===== src/rtl/spi_rf_pkg.sv =====
// Shared types for the SPI register-access slave.
// Assumes nothing beyond IEEE 1800-2017 packages.
package spi_rf_pkg;

    // Position of the slave inside one select-low frame.
    typedef enum logic [1:0] {
        PH_IDLE = 2'd0,
        PH_CMD  = 2'd1,
        PH_DATA = 2'd2
    } frame_phase_t;

endpackage


===== src/rtl/spi_rf_insync.sv =====
// Multi-bit synchronizer chain that brings asynchronous pins into the clk domain.
// Assumes each bit is an independent level (no bus coherence is needed).
module spi_rf_insync #(
    parameter int WIDTH  = 3,
    parameter int STAGES = 2,
    parameter logic [WIDTH-1:0] RST_VAL = '0
) (
    input  logic             clk,
    input  logic             rst_n,
    input  logic [WIDTH-1:0] d,
    output logic [WIDTH-1:0] q
);

    logic [WIDTH-1:0] pipe [STAGES];

    genvar s;
    generate
        for (s = 0; s < STAGES; s++) begin : g_stage
            if (s == 0) begin : g_first
                // Purpose: first capture flop of the chain.
                always_ff @(posedge clk) begin
                    if (!rst_n) pipe[0] <= RST_VAL;
                    else        pipe[0] <= d;
                end
            end else begin : g_next
                // Purpose: later settling flops of the chain.
                always_ff @(posedge clk) begin
                    if (!rst_n) pipe[s] <= RST_VAL;
                    else        pipe[s] <= pipe[s-1];
                end
            end
        end
    endgenerate

    assign q = pipe[STAGES-1];

endmodule


===== src/rtl/spi_rf_frame.sv =====
// Frame controller: counts serial bits, decodes the command, keeps the register
// index, issues write strobes and tells the shifter when to load or shift.
// Assumes synchronized inputs and at least three clk cycles between serial edges.
module spi_rf_frame
    import spi_rf_pkg::*;
#(
    parameter int ADDR_W = 6,
    parameter int DATA_W = 8
) (
    input  logic              clk,
    input  logic              rst_n,
    input  logic              cs_hi,
    input  logic              rise,
    input  logic              fall,
    input  logic              sdi_s,
    input  logic              three_wire,
    output logic [ADDR_W-1:0] rf_addr,
    output logic              rf_we,
    output logic [DATA_W-1:0] rf_wdata,
    output logic              tx_load,
    output logic              tx_shift,
    output logic              drive_en,
    output logic              mode3,
    output logic              blk_pulse,
    output logic              ms_bit
);

    localparam int CMD_W = ADDR_W + 2;
    localparam int SH_W  = (CMD_W > DATA_W) ? CMD_W : DATA_W;
    localparam int CNT_W = (SH_W > 1) ? $clog2(SH_W) : 1;
    localparam logic [CNT_W-1:0] CMD_LAST  = CNT_W'(CMD_W - 1);
    localparam logic [CNT_W-1:0] DATA_LAST = CNT_W'(DATA_W - 1);

    frame_phase_t      phase;
    logic [CNT_W-1:0]  bit_cnt;
    logic [SH_W-1:0]   shreg;
    logic [SH_W-1:0]   incoming;
    logic              rw_q;
    logic              ms_q;
    logic [ADDR_W-1:0] addr_q;
    logic              mode3_q;
    logic              oe_q;
    logic              we_q;
    logic [DATA_W-1:0] wdata_q;
    logic              blk_q;
    logic              last_bit;

    // Purpose: the shift register contents once the current sample is included.
    always_comb begin
        incoming = {shreg[SH_W-2:0], sdi_s};
        last_bit = (phase == PH_CMD) ? (bit_cnt == CMD_LAST) : (bit_cnt == DATA_LAST);
    end

    // Purpose: frame sequencing, command capture, write strobe and index stepping.
    always_ff @(posedge clk) begin
        if (!rst_n) begin
            phase   <= PH_IDLE;
            bit_cnt <= '0;
            shreg   <= '0;
            rw_q    <= 1'b0;
            ms_q    <= 1'b0;
            addr_q  <= '0;
            mode3_q <= 1'b0;
            oe_q    <= 1'b0;
            we_q    <= 1'b0;
            wdata_q <= '0;
            blk_q   <= 1'b0;
        end else begin
            we_q  <= 1'b0;
            blk_q <= 1'b0;
            if (blk_q && ms_q) begin
                addr_q <= addr_q + 1'b1;
            end
            if (cs_hi) begin
                phase   <= PH_IDLE;
                bit_cnt <= '0;
                oe_q    <= 1'b0;
            end else if (phase == PH_IDLE) begin
                phase   <= PH_CMD;
                bit_cnt <= '0;
                mode3_q <= three_wire;
            end else if (rise) begin
                shreg <= incoming;
                if (last_bit) begin
                    bit_cnt <= '0;
                    if (phase == PH_CMD) begin
                        rw_q   <= incoming[CMD_W-1];
                        ms_q   <= incoming[CMD_W-2];
                        addr_q <= incoming[ADDR_W-1:0];
                        phase  <= PH_DATA;
                    end else begin
                        blk_q <= 1'b1;
                        if (!rw_q) begin
                            we_q    <= 1'b1;
                            wdata_q <= incoming[DATA_W-1:0];
                        end
                    end
                end else begin
                    bit_cnt <= bit_cnt + 1'b1;
                end
            end else if (fall && phase == PH_DATA && rw_q) begin
                oe_q <= 1'b1;
            end
        end
    end

    // Purpose: shifter controls, active only on falling edges of a read data phase.
    always_comb begin
        tx_load  = fall && !cs_hi && (phase == PH_DATA) && rw_q && (bit_cnt == '0);
        tx_shift = fall && !cs_hi && (phase == PH_DATA) && rw_q && (bit_cnt != '0);
    end

    assign rf_addr   = addr_q;
    assign rf_we     = we_q;
    assign rf_wdata  = wdata_q;
    assign drive_en  = oe_q;
    assign mode3     = mode3_q;
    assign blk_pulse = blk_q;
    assign ms_bit    = ms_q;

endmodule


===== src/rtl/spi_rf_txshift.sv =====
// Read-data shifter: loads a register value at the start of a data block and
// presents one bit per falling serial edge, most significant bit first.
// Assumes rf_rdata is already valid for the current index when tx_load pulses.
module spi_rf_txshift #(
    parameter int DATA_W = 8
) (
    input  logic              clk,
    input  logic              rst_n,
    input  logic              tx_load,
    input  logic              tx_shift,
    input  logic [DATA_W-1:0] rf_rdata,
    output logic              tx_bit
);

    logic [DATA_W-2:0] rest_q;
    logic              bit_q;

    // Purpose: load on block start, otherwise move the next bit forward.
    always_ff @(posedge clk) begin
        if (!rst_n) begin
            rest_q <= '0;
            bit_q  <= 1'b0;
        end else if (tx_load) begin
            bit_q  <= rf_rdata[DATA_W-1];
            rest_q <= rf_rdata[DATA_W-2:0];
        end else if (tx_shift) begin
            bit_q  <= rest_q[DATA_W-2];
            rest_q <= {rest_q[DATA_W-3:0], 1'b0};
        end
    end

    assign tx_bit = bit_q;

endmodule


===== src/rtl/spi_regbank_slave.sv =====
// Top of the SPI register-access slave: synchronizes the pins, finds serial
// clock edges, and routes read data to the dedicated or the shared pin driver.
// Assumes serial clock phases of at least three clk cycles each.
module spi_regbank_slave #(
    parameter int ADDR_W      = 6,
    parameter int DATA_W      = 8,
    parameter int SYNC_STAGES = 2
) (
    input  logic              clk,
    input  logic              rst_n,
    input  logic              cs_n,
    input  logic              spc,
    input  logic              sdi,
    input  logic              three_wire,
    output logic              sdo,
    output logic              sdo_oe,
    output logic              sdio_out,
    output logic              sdio_oe,
    output logic [ADDR_W-1:0] rf_addr,
    output logic              rf_we,
    output logic [DATA_W-1:0] rf_wdata,
    input  logic [DATA_W-1:0] rf_rdata
);

    logic [2:0] pins_s;
    logic       cs_s;
    logic       spc_s;
    logic       sdi_s;
    logic       spc_d;
    logic       rise;
    logic       fall;
    logic       tx_load;
    logic       tx_shift;
    logic       tx_bit;
    logic       drive_en;
    logic       mode3;
    logic       blk_pulse;
    logic       ms_bit;

    spi_rf_insync #(
        .WIDTH  (3),
        .STAGES (SYNC_STAGES),
        .RST_VAL(3'b011)
    ) u_sync (
        .clk  (clk),
        .rst_n(rst_n),
        .d    ({sdi, spc, cs_n}),
        .q    (pins_s)
    );

    assign cs_s  = pins_s[0];
    assign spc_s = pins_s[1];
    assign sdi_s = pins_s[2];

    // Purpose: delayed serial clock for edge detection.
    always_ff @(posedge clk) begin
        if (!rst_n) spc_d <= 1'b1;
        else        spc_d <= spc_s;
    end

    assign rise = spc_s & ~spc_d;
    assign fall = ~spc_s & spc_d;

    spi_rf_frame #(
        .ADDR_W(ADDR_W),
        .DATA_W(DATA_W)
    ) u_frame (
        .clk       (clk),
        .rst_n     (rst_n),
        .cs_hi     (cs_s),
        .rise      (rise),
        .fall      (fall),
        .sdi_s     (sdi_s),
        .three_wire(three_wire),
        .rf_addr   (rf_addr),
        .rf_we     (rf_we),
        .rf_wdata  (rf_wdata),
        .tx_load   (tx_load),
        .tx_shift  (tx_shift),
        .drive_en  (drive_en),
        .mode3     (mode3),
        .blk_pulse (blk_pulse),
        .ms_bit    (ms_bit)
    );

    spi_rf_txshift #(
        .DATA_W(DATA_W)
    ) u_tx (
        .clk     (clk),
        .rst_n   (rst_n),
        .tx_load (tx_load),
        .tx_shift(tx_shift),
        .rf_rdata(rf_rdata),
        .tx_bit  (tx_bit)
    );

    // Purpose: steer the read bit and its enable to the pin chosen for this frame.
    always_comb begin
        sdo_oe   = drive_en & ~mode3;
        sdio_oe  = drive_en & mode3;
        sdo      = sdo_oe & tx_bit;
        sdio_out = sdio_oe & tx_bit;
    end

endmodule


===== config.mk =====
export PLATFORM = sky130hd
export DESIGN_NAME = spi_regbank_slave
export DESIGN_NICKNAME = d
export VERILOG_FILES = /design/src/rtl/spi_rf_pkg.sv /design/src/rtl/spi_rf_insync.sv /design/src/rtl/spi_rf_frame.sv /design/src/rtl/spi_rf_txshift.sv /design/src/rtl/spi_regbank_slave.sv
export SDC_FILE = /design/constraint.sdc
export NUM_CORES = 1
export LEC_CHECK = 0
export BUFFER_PORTS_ARGS = -buffer_cell sky130_fd_sc_hd__buf_4
export CORE_MARGIN = 4
export CORE_UTILIZATION = 50
export CTS_CLUSTER_DIAMETER = 40
export DETAILED_ROUTE_END_ITERATION = 6
export GPL_TIMING_DRIVEN = 0
export PLACE_DENSITY = 0.73
export SLEW_MARGIN = 20
export SYNTH_ARGS = -nofsm -noshare
export SYNTH_HDL_FRONTEND = slang
export SYNTH_SLANG_ARGS = --single-unit

===== constraint.sdc =====
create_clock -name clk -period 4.4 [get_ports clk]
set_input_delay 0.22 -clock clk [delete_from_list [all_inputs] [get_ports clk]]
set_output_delay 0.22 -clock clk [all_outputs]
set_load 0.01 [all_outputs]

* Word level (Yosys, flattened, before mapping)
Memories as Yosys holds them, arrays and structs flattened.
Index checks and enable logic that the tools add are counted.
** Cells by class
- Equal/unequal tests :: 3
- Bitwise operators :: 18
- Add/sub/neg operators :: 2
- Muxes and demuxes :: 21
- Reductions and logical operators :: 27
** Operators by type and width (number)
- 6-bit 2-to-1 mux :: 6
- 7-bit 2-to-1 mux :: 2
- 3-bit AND reduction :: 4
- 1-bit 2-to-1 mux :: 10
- 1-bit inverter :: 10
- 3-bit 2-to-1 mux :: 3
- 1-bit logical AND :: 8
- 2-bit nonzero test :: 4
- 6-bit by 1-bit adder with 6-bit output, second input constant :: 1
- 1-bit bitwise AND :: 6
- 6-bit AND reduction :: 1
- 6-bit OR reduction :: 1
- 5-bit AND reduction :: 1
- 5-bit OR reduction :: 1
- 3-bit by 1-bit adder with 3-bit output, second input constant :: 1
- 3-bit == test, second input constant :: 1
- 3-bit logical NOT :: 1
- 3-bit nonzero test :: 1
- 3-bit OR reduction :: 1
- 2-bit by 1-bit == test with 1-bit output, second input constant :: 1
- 2-bit == test, second input constant :: 1
- 2-bit logical NOT :: 1
- 1-bit OR :: 2
- 2-bit AND reduction :: 1
- 2 further kinds :: 2
** Word-level totals
- Output and inout bits :: 19
- Flip-flop bits (word level) :: 41
- Logic and storage cells :: 87
- Memory bits (writable) :: 6
- Memories kept :: 1
- Input bits :: 14
** Memories
- u_sync.pipe :: depth 2, width 3, read ports 2, clocked after memory_dff 0, wr ports 2, RTL line spi_rf_insync.sv:14 : logic [WIDTH-1:0] pipe [STAGES];

* Longest topological paths before layout
Gate-level depths: netlist of the first run.
An unclocked memory read counts as a cell.
- Depth in word-level cells :: 9
- Depth in mapped cells :: 6
- Gate-level depth less buffers :: 5

* Modules after synthesis
From an unflattened synthesis of the first run, not the netlist that was laid out.
** Second synthesis, totals
- Cells, all modules :: 216
- Area, all modules :: 2055.7 sq um
** Modules (own cells, without submodules)
- spi_rf_frame :: cells an instance 161, area an instance 1412.6 sq um, times used 1, seq. area each 640.6 sq um
- spi_rf_txshift :: cells an instance 35, area an instance 419.2 sq um, times used 1, seq. area each 160.2 sq um
- spi_rf_insync :: cells an instance 12, area an instance 157.7 sq um, times used 1, seq. area each 120.1 sq um
- spi_regbank_slave :: cells an instance 8, area an instance 66.3 sq um, times used 1, seq. area each 20.0 sq um

* Worst setup path before layout of the first run
No wires, ideal clock.
- Path type :: register to register
- Start :: reg u_frame.bit_cnt[0]
- End :: reg u_frame.wdata_q[0], in the netlist u_frame.rf_wdata[0]
- Period minus slack after synthesis :: 1.471 ns
- Required time :: 4.266 ns
- Arrival :: 1.337 ns
- Setup slack :: 2.929 ns
- Stages on the path, launching flop included :: 7
- Cells stage by stage :: dfxtp_1 > ha_1 > ha_1 > nand4bb_1 > clkbuf_2 > o21ai_0 > a21oi_1
** On the way
- Word-level cells in the longest chain between the ends :: 2
** RTL lines
- start: declaration :: RTL line spi_rf_frame.sv:35 : logic [CNT_W-1:0] bit_cnt;
- start signal: assignment :: RTL line spi_rf_frame.sv:99 : bit_cnt <= bit_cnt + 1'b1;
- 3-bit == test :: RTL line spi_rf_frame.sv:51 : last_bit = (phase == PH_CMD) ? (bit_cnt == CMD_LAST) : (bit_cnt == DATA_LAST);
- 6-bit AND reduction (no line)
- end signal: assignment :: RTL line spi_rf_frame.sv:95 : wdata_q <= incoming[DATA_W-1:0];
- end: declaration :: RTL line spi_rf_frame.sv:44 : logic [DATA_W-1:0] wdata_q;
Every way passes these cells.
A chain may end at the register's enable or synchronous reset.

* Final worst setup path of the first run
Ends and elaborated chain as after synthesis.

==> impl_metrics.csv, run 1 <==
group,metric,value,unit
synth,synthFlopType,"dfxtp_1",
synth,synth_common_cells,"47 x dfxtp_1, 28 x a21oi_1, 21 x nand3_1",
timing,fin_worst_skew,0.00894,ns
routing,wl_per_cell,13.7,um
clock_tree,numCtsBuffers,5,
timing,tns,0,ns
floorplanning,dieArea,0.00514,mm^2
timing,fin_crit,1.74,ns
synth,yosysSeqAreaShare,46.4,%
clock_tree,clock_path_buffers,2,
floorplanning,design.core.area,0.00380,mm^2
global_route,grt_usage,17.2,%
status,status,"finished clean",
synth,yosysMostFrequentCell,"dfxtp_1",
synth,synth_edf_count,0,
clock_tree,htree_levels,2,
clock_tree,insertion_delay,0.30,ns
global_route,grt_pass1_vias,1582,
clock_tree,post-cts-setup-buffers,0,
timing,finalHoldViolCount,0,
critical_path,cp-end-kind,"flop",
routing,vias_per_cell,5.54,
routing,drt_iter0_drc,145,
timing,relSlewSlack,59.5,%
critical_path,rr_worst_depth,6,
critical_path,reg2reg_slack,2.66,ns
floorplanning,rows,22,
critical_path,cp-start-kind,"flop",
synth,synth_top_area_share,46.4,%
global_route,grt_pass1_wl,7230,um
finish,diodes,0,
clock_tree,cts_resized,0,
clock_tree,cts_root_buffer,"clkbuf_8",
timing,slew_violations,0,
floorplanning,fp.dieW,71.7,um
floorplanning,initial_core_util,53.4,%
timing,setup_viol,0,
min_path,holdPathStages,2,
routing,ant_nets,0,
synth,yosysWarnings,0,
timing,finalCritPeriodShare,39.5,%
global_route,antenna_found_initial,0,
critical_path,worstPathRequired,4.57,ns
place,dpl.hpwl,3110,um
min_path,holdPathEnd,"u_sync.pipe[0][1]$_SDFF_PN1_",
flow_run,drv_cap,0,
synth,synth-adder-area-share,2.47,%
place,numPortBuffers,31,
synth,synth.area.top_cells,"dfxtp_1 46%, a21oi_1 6.9%, nand3_1 5.2%",
synth,yosys.area.top_type,"dfxtp_1",
routing,num_vias,1713,
finish,stdcell_area,0.00240,mm^2
routing,drt_first_pass_iters,4,
clock_tree,clock_sinks,47,
clock_tree,path_clk_slew,0.08,ns
routing,drc_errors,0,
timing,rsz0062_at_grt,"false",
synth,muxShareOfSynthArea,4.44,%
finish,num-fill-cells,356,
timing,whs,0.110,ns
power,max-vdd-ir-drop,0.210,mV
critical_path,r2r_start,"u_frame.bit_cnt[0]$_SDFFE_PP0P_",
synth,synth-async-reset-ratio,0,%
critical_path,r2r-end,"u_frame.rf_wdata[0]$_SDFFE_PN0P_",
place,post_dp_cell_area,0.00232,mm^2
finish,final_nets,278,
synth,synth_top_family_by_area,"compound AO/OA/AOI/OAI gates",
synth,synth_cells,222,
synth,synth-simple-area-share,20.0,%
timing,fmax,575,MHz
timing,worst_slew_pin_slew,0.608,ns
min_path,min_from,"spc",
finish,syn_to_final_growth,18.4,%
finish,multi_input_area,993,um^2
global_route,grt_max_degree,14,
global_route,grt_overflow_total,0,
synth,ys_types,36,
floorplanning,die_h,71.7,um
synth,syn_area_per_cell,9.14,um^2
place,gp_congestion,0.775,
synth,synthXorXnorAreaFrac,0.863,%
synth,synth_fp_nets,240,
critical_path,cp.arrival,1.91,ns
min_path,hold_path_class,"primary input to flop",
critical_path,critPathKind,"flop to flop",
finish,drive_gt1_share,21.8,%
power,static-leakage-power,0.948,nW
critical_path,crit_path_start,"u_frame.bit_cnt[0]$_SDFFE_PP0P_",
power,powerDensity,294,mW/mm^2
clock_tree,cts_tree,"built",
clock_tree,hold_buffers,0,
routing,wl,4230,um
floorplanning,io_pins,33,
critical_path,worst-path-max-fanout,10,
power,power,0.706,mW
synth,synth_compound_area_share,21.1,%
finish,register_area,941,um^2
synth,postSynthRegisterBits,47,
synth,synth_area,0.00203,mm^2
==> cell type report <==
class / count / share of cell area, %
Buffer: 14 / 3.18
Timing Repair Buffer: 31 / 9.68
Inverter: 5 / 0.781
Tap cell: 48 / 2.50
Clock buffer: 7 / 3.18
Clock inverter: 1 / 0.208
Multi-Input combinational cell: 156 / 41.3
Sequential cell: 47 / 39.1
==> logic make-up after synthesis <==
logic type | count (synthesis)
mux | 9
fa+ha+maj | 4
buf+inv | 19
simple gates | 74
xor+xnor | 2
compound gates | 67
flops | 47
==> critical path, stage by stage (launching register included) <==
cell       delay (ns)
dfxtp_1          0.37
ha_1             0.17
ha_1             0.28
nand4bb_1        0.27
clkbuf_2         0.26
o21ai_0          0.19
a21oi_1          0.09
==> through the flow <==
stage	worst slack [ns]	cells	util, %
after detailed placement	2.64	301	61.1
after CTS	2.65	309	63.3
after global routing	2.45	309	63.3
after floorplan	2.93	222	-
after global placement	2.65	301	61.1
final	2.66	309	63.3
==> worst max path at each step <==
| stage | cells past startpoint | end |
|---|---|---|
| final | 6 | u_frame.rf_wdata[0]$_SDFFE_PN0P_ |
| after floorplan | 6 | u_frame.rf_wdata[0]$_SDFFE_PN0P_ |
| after global placement | 6 | u_frame.rf_wdata[0]$_SDFFE_PN0P_ |
| after CTS | 6 | u_frame.rf_wdata[0]$_SDFFE_PN0P_ |
| after global routing | 6 | u_frame.rw_q$_SDFFE_PN0P_ |
| after detailed placement | 6 | u_frame.rf_wdata[0]$_SDFFE_PN0P_ |
==> flip-flops by register name (all words and copies together), names as in the netlist, 2 cells and up <==
register / cells
u_frame.bit_cnt: 3
u_frame.phase: 2
u_frame.rf_addr: 6
u_frame.rf_wdata: 8
u_frame.shreg: 7
u_sync.pipe: 6
u_tx.rest_q: 7
==> metal layers <==
layer / part of all wire [%] / track usage, % / up-vias / routed length, um
met3: 3.8 / 3.51 / 8 / 160
met2: 46 / 26.8 / 23 / 1930
met5: 0 / 0 / - / 0
met4: 1.3 / 5.64 / 0 / 55
met1: 49 / 23.8 / 802 / 2090
li1: - / - / 880 / -
==> power breakdown <==
group | switching [mW] | leakage, nW | internal (mW)
clock network | 0.137 | 0.0422 | 0.112
logic | 0.0135 | 0.526 | 0.0127
registers | 0.00272 | 0.380 | 0.428
total | 0.153 | 0.948 | 0.553
==> layout by cell type, fill, tap and decap left out <==
cell,synthesis,routed
nand3_1,21,21
buf_4,0,31
and4bb_1,1,1
nor3_1,7,7
mux2i_1,9,9
buf_2,4,4
nand2b_1,8,8
and3_1,2,2
a21oi_1,28,28
and2_4,1,1
clkinv_2,0,1
clkbuf_2,3,3
a31oi_1,1,1
nand4_1,2,2
o31ai_1,1,1
nor2_1,8,8
dfxtp_1,47,47
or3_1,3,3
ha_1,4,4
a311oi_1,4,4
clkbuf_8,0,5
o21ba_2,1,1
xor2_1,1,1
inv_1,5,5
buf_6,2,2
a221oi_1,1,1
o21bai_1,2,2
nor2b_1,6,6
nand4bb_1,1,1
a211oi_2,7,7
xnor2_1,1,1
o21ai_0,20,20
a21bo_2,1,1
and4bb_2,1,1
a41oi_1,1,1
clkbuf_1,5,7
and2_1,3,3
nand3b_1,1,1
nand2_1,9,9
No activity file was read; power rests on OpenSTA's default activity.
==> run 2, diff against run 1 <==
- PLACE_DENSITY: 0.73 -> 0.76
- clock period: 4.4 -> 1.5 ns (I/O delays scaled with it)
==> run 2 against run 1 <==
  * Core utilization rose by 4.0 points
  * Hold slack worse by 0.096 ns
  * Global-route usage about the same
  * Via count grew 1.9%
  * Register-to-register slack got worse by 2.6 ns
  * Clock skew decreased by 0.0042 ns
  * First-iteration DRC count fell by 23%
  * Sequential share of layout area fell by 2.1 points
==> impl_metrics.csv, run 2 (synthesized netlist as in run 1, its figures left out) <==
group,metric,value,unit
status,status,"finished clean",
routing,ant_nets,0,
place,dpl.hpwl,3040,um
critical_path,r2r-end,"u_frame.rf_wdata[6]$_SDFFE_PN0P_",
critical_path,worst-path-max-fanout,7,
finish,layout_common_cells,"45 x dfxtp_1, 34 x buf_4, 26 x a21oi_1, 20 x nand3_1, 18 x o21ai_0",
timing,fmax,691,MHz
place,numPortBuffers,31,
critical_path,cp-start-kind,"flop",
clock_tree,insertion_delay,0.29,ns
min_path,hold_path_class,"primary input to flop",
global_route,grt_overflow_total,0,
global_route,antenna_found_initial,0,
place,place_inst,301,
finish,syn_to_final_growth,26.0,%
timing,fin_worst_skew,0.00473,ns
finish,stdcell_count,314,
critical_path,cp_top_family,"simple AND/OR/NAND/NOR gates",
critical_path,critPathKind,"flop to flop",
clock_tree,cts_root_buffer,"clkbuf_8",
power,max-vdd-ir-drop,0.604,mV
finish,diodes,0,
floorplanning,fp.dieW,71.7,um
flow_run,drv_cap,0,
routing,drt_first_pass_iters,4,
min_path,holdPathEnd,"u_frame.mode3$_SDFFE_PN0P_",
power,p_switching,0.440,mW
timing,worst_slew_pin_slew,0.609,ns
critical_path,cp-end-kind,"flop",
critical_path,rr_worst_depth,6,
critical_path,reg2reg_slack,0.05,ns
power,p_int,1.66,mW
routing,wl,4430,um
power,static-leakage-power,1.00,nW
global_route,grt_pass1_vias,1535,
power,comb_power_share,4.1,%
min_path,min_from,"three_wire",
place,gp_congestion,0.817,
timing,slew_violations,0,
floorplanning,initial_core_util,53.4,%
clock_tree,clock_path_buffers,2,
routing,vias_per_cell,5.56,
finish,largest_register_ffs,8,
critical_path,path_cells,"ha_4, ha_4, and4bb_2, buf_6, nand3_2, a21oi_2",
routing,wl_per_cell,14.1,um
finish,mostFrequentLayoutCell,"dfxtp_1",
critical_path,crit_top_cell,"ha_4",
finish,multi_input_area,0.00107,mm^2
finish,register_area,946,um^2
timing,setup_viol,0,
power,powerDensity,821,mW/mm^2
power,power,2.10,mW
critical_path,cp_num_buf_inv,1,
timing,relSlewSlack,59.4,%
critical_path,cpMaxStageDelayCell,"dfxtp_4",
floorplanning,dieArea,0.00514,mm^2
timing,finalCritPeriodShare,96.4,%
power,seqPwrFrac,60.2,%
routing,num_vias,1746,
finish,drive_gt1_share,27.1,%
global_route,grt_max_degree,14,
finish,stdcell_area,0.00256,mm^2
clock_tree,htree_levels,2,
finish,final_core_util,67.3,%
clock_tree,cts_tree,"built",
routing,drc_errors,0,
routing,drt_iter0_drc,111,
floorplanning,design.core.area,0.00380,mm^2
place,post_dp_cell_area,0.00232,mm^2
critical_path,worstPathRequired,1.73,ns
timing,tns,0,ns
critical_path,r2r_start,"u_frame.bit_cnt[0]$_SDFFE_PP0P_",
min_path,holdPathStages,3,
finish,final_nets,284,
floorplanning,rows,22,
finish,num-fill-cells,319,
floorplanning,io_pins,33,
floorplanning,die_h,71.7,um
critical_path,cp.arrival,1.67,ns
timing,fin_crit,1.45,ns
clock_tree,path_clk_slew,0.08,ns
power,swShare,21.0,%
clock_tree,clock_sinks,47,
power,pwr-share-clk,35.7,%
global_route,grt_usage,17.2,%
global_route,grt_pass1_wl,7110,um
timing,finalHoldViolCount,0,
clock_tree,numCtsBuffers,5,
critical_path,max_stage_delay,0.38,ns
-- run 2: final cells by class --
type / instances / share of cell area [%]
Timing Repair Buffer: 37 / 11.2
Clock inverter: 1 / 0.196
Buffer: 14 / 3.57
Clock buffer: 6 / 3.23
Multi-Input combinational cell: 156 / 41.8
Tap cell: 48 / 2.35
Sequential cell: 47 / 37.0
Inverter: 5 / 0.734
-- run 2: power by group through the flow --
| stage | sequential [mW] | clock, mW | combinational, mW |
|---|---|---|---|
| 2_1_floorplan | 1.29 | 0 | 0.0428 |
| 3_3_place_gp | 1.29 | 0 | 0.0759 |
| 3_5_place_dp | 1.29 | 0 | 0.0772 |
| 4_1_cts | 1.26 | 0.768 | 0.0848 |
| 5_1_grt | 1.26 | 0.828 | 0.0942 |
| 6_report | 1.26 | 0.750 | 0.0859 |
-- run 2: through the flow --
stage / hold WS, ns / setup WS [ns]
after CTS: 0.0158 / 0.00866
after detailed placement: 0.262 / -0.215
final: 0.0138 / 0.0537
after global routing: 0.0100 / -0.0279
after floorplan: 0.176 / 0.0290
after global placement: 0.256 / -0.208
-- run 2: routing by layer --
metal  routed length (um)  share of wire [%]  track usage [%]  up-vias
li1                     -                  -                -      886
met1                 2110                 48             23.4      811
met2                 2040                 46             26.5       43
met3                  241                5.4             5.19        6
met4                   44               0.99             4.80        0
met5                    0                  0                0        -
-- run 2: worst min-delay path: stages --
cell,delay (ns)
buf_4,0.08
mux2i_1,0.05
nor2_1,0.07
-- run 2: how the worst max path moves through the flow --
stage | startpoint | endpoint | slack, ns | cells past startpoint
floorplan | u_frame.bit_cnt[0]$_SDFFE_PP0P_ | u_frame.rf_wdata[0]$_SDFFE_PN0P_ | 0.03 | 6
global placement | u_frame.bit_cnt[0]$_SDFFE_PP0P_ | u_frame.rf_wdata[0]$_SDFFE_PN0P_ | -0.21 | 6
detailed placement | u_frame.bit_cnt[0]$_SDFFE_PP0P_ | u_frame.rf_wdata[2]$_SDFFE_PN0P_ | -0.21 | 6
CTS | u_frame.bit_cnt[1]$_SDFFE_PP0P_ | u_frame.rf_wdata[2]$_SDFFE_PN0P_ | 0.009 | 6
global route | u_frame.bit_cnt[0]$_SDFFE_PP0P_ | u_frame.rf_wdata[6]$_SDFFE_PN0P_ | -0.03 | 6
finish | u_frame.bit_cnt[0]$_SDFFE_PP0P_ | u_frame.rf_wdata[6]$_SDFFE_PN0P_ | 0.05 | 6
-- run 2: repair_timing --
action                                  CTS  global route
endpoints found under the setup margin   16            21
resized for setup                         7            18
pin swaps                                 0             1
hold buffers                              3             0
gates cloned                              0             1
buffers inserted                          0             2
endpoints found under the hold margin     3             0
==> run 3, diff against run 2 <==
- CTS_BUF_LIST: unset -> sky130_fd_sc_hd__clkbuf_4
- SKIP_CTS_REPAIR_TIMING: unset -> 1
==> run 3 against run 2 <==
  * Flip-flop and latch count did not move
  * Fmax rose by 0.32%
  * Combinational power rose by 4.1%
  * Hold slack got worse by 0.011 ns
==> impl_metrics.csv, run 3 (synthesized netlist as in run 1, its figures left out) <==
group,metric,value,unit
routing,drt_first_pass_iters,5,
routing,wl,4360,um
critical_path,cp-end-kind,"flop",
critical_path,crit_path_start,"u_frame.bit_cnt[0]$_SDFFE_PP0P_",
routing,ant_nets,0,
critical_path,worst-path-max-fanout,6,
timing,setup_slack,0.0582,ns
finish,num-fill-cells,329,
min_path,min_from,"rst_n",
floorplanning,die_h,71.7,um
routing,drt_iter0_drc,90,
power,power,1.90,mW
clock_tree,insertion_delay,0.37,ns
timing,setup_viol,0,
finish,drive_gt1_share,26.2,%
place,gp_congestion,0.817,
global_route,grt_overflow_total,0,
global_route,grt_usage,16.8,%
power,static-leakage-power,0.986,nW
timing,finalCritPeriodShare,96.1,%
place,numPortBuffers,31,
finish,final_nets,285,
place,place_inst,301,
clock_tree,clock_sinks,47,
timing,fin_crit,1.44,ns
power,powerDensity,752,mW/mm^2
status,status,"finished clean",
floorplanning,initial_core_util,53.4,%
clock_tree,htree_levels,2,
timing,fin_worst_skew,0.0124,ns
timing,worst_slew_pin_slew,0.614,ns
timing,whs,0.00231,ns
routing,drc_errors,0,
critical_path,cp-start-kind,"flop",
place,dpl.hpwl,3040,um
floorplanning,dieArea,0.00514,mm^2
global_route,grt_pass1_vias,1502,
floorplanning,io_pins,33,
global_route,antenna_found_initial,0,
floorplanning,design.core.area,0.00380,mm^2
flow_run,drv_cap,0,
critical_path,r2r_start,"u_frame.bit_cnt[0]$_SDFFE_PP0P_",
critical_path,worstPathRequired,1.80,ns
place,post_dp_cell_area,0.00232,mm^2
place,post-place-ws,-0.215,ns
min_path,hold_path_class,"primary input to flop",
critical_path,cp.arrival,1.74,ns
clock_tree,clock_path_buffers,2,
clock_tree,numCtsBuffers,5,
power,max-vdd-ir-drop,0.553,mV
floorplanning,rows,22,
finish,largest_register_ffs,8,
clock_tree,cts_tree,"built",
finish,mostFrequentLayoutCell,"dfxtp_1",
timing,slew_violations,0,
clock_tree,path_clk_slew,0.12,ns
finish,syn_to_final_growth,24.5,%
timing,relSlewSlack,59.0,%
finish,layout_common_cells,"45 x dfxtp_1, 33 x buf_4, 26 x a21oi_1, 20 x nand3_1, 18 x o21ai_0",
critical_path,critPathKind,"flop to flop",
routing,num_vias,1744,
routing,vias_per_cell,5.54,
floorplanning,fp.dieW,71.7,um
finish,stdcell_area,0.00253,mm^2
clock_tree,cts_root_buffer,"clkbuf_4",
finish,diodes,0,
global_route,grt_pass1_wl,6910,um
global_route,grt_max_degree,14,
routing,wl_per_cell,13.9,um
finish,stdcell_count,315,
timing,finalHoldViolCount,0,
timing,fmax,694,MHz
[run 3: cell count changes in the layout (fill, tap and decap cells not counted)]
cell,delta
clkbuf_4,+5
clkbuf_8,-6
buf_4,-1
dlygate4sd3_1,+2
clkinv_1,+1
[run 3: final timing paths]
kind	endpoint	slack (ns)	cells past startpoint
max reg2reg	u_frame.rf_wdata[6]$_SDFFE_PN0P_	0.06	6
min	u_sync.pipe[0][0]$_SDFF_PN1_	0.002	2
min reg2reg	u_sync.pipe[1][1]$_SDFF_PN1_	0.42	1
max	u_frame.rf_wdata[6]$_SDFFE_PN0P_	0.06	6
[run 3: worst max-delay path, stage by stage (launching register included)]
cell	delay [ns]
dfxtp_4	0.39
ha_4	0.14
ha_4	0.16
and4bb_2	0.31
buf_6	0.14
nand3_2	0.08
a21oi_2	0.16
[run 3: per-stage QoR]
| step | util [%] | TNS, ns |
|---|---|---|
| 3_5_place_dp | 61.1 | -2.26 |
| 6_report | 66.5 | 0 |
| 3_3_place_gp | 61.1 | -2.38 |
| 5_1_grt | 66.5 | -0.0242 |
| 2_1_floorplan | - | 0 |
| 4_1_cts | 62.4 | -2.55 |
[run 3: area by class of cell]
class	instances	area [um^2]	area share [%]
well taps	48	60.1	2.38
flip-flops and latches	47	946	37.4
inverters	5	18.8	0.743
repair buffers	38	298	11.8
plain buffers	14	91.3	3.61
multi-input cells	156	1070	42.2
clock buffers	5	37.5	1.49
clock inverters	2	8.76	0.347
[run 3: layer usage]
layer	GRT usage [%]	vias up	routed length (um)
met2	25.6	53	2010
met3	3.51	8	292
li1	-	888	-
met5	0	-	0
met4	7.93	0	88
met1	22.5	795	1970
[run 3: power breakdown]
group	switching (mW)	internal (mW)	leakage [nW]
logic	0.0427	0.0467	0.576
clock network	0.381	0.167	0.0285
registers	0.00868	1.26	0.381
total	0.432	1.47	0.986
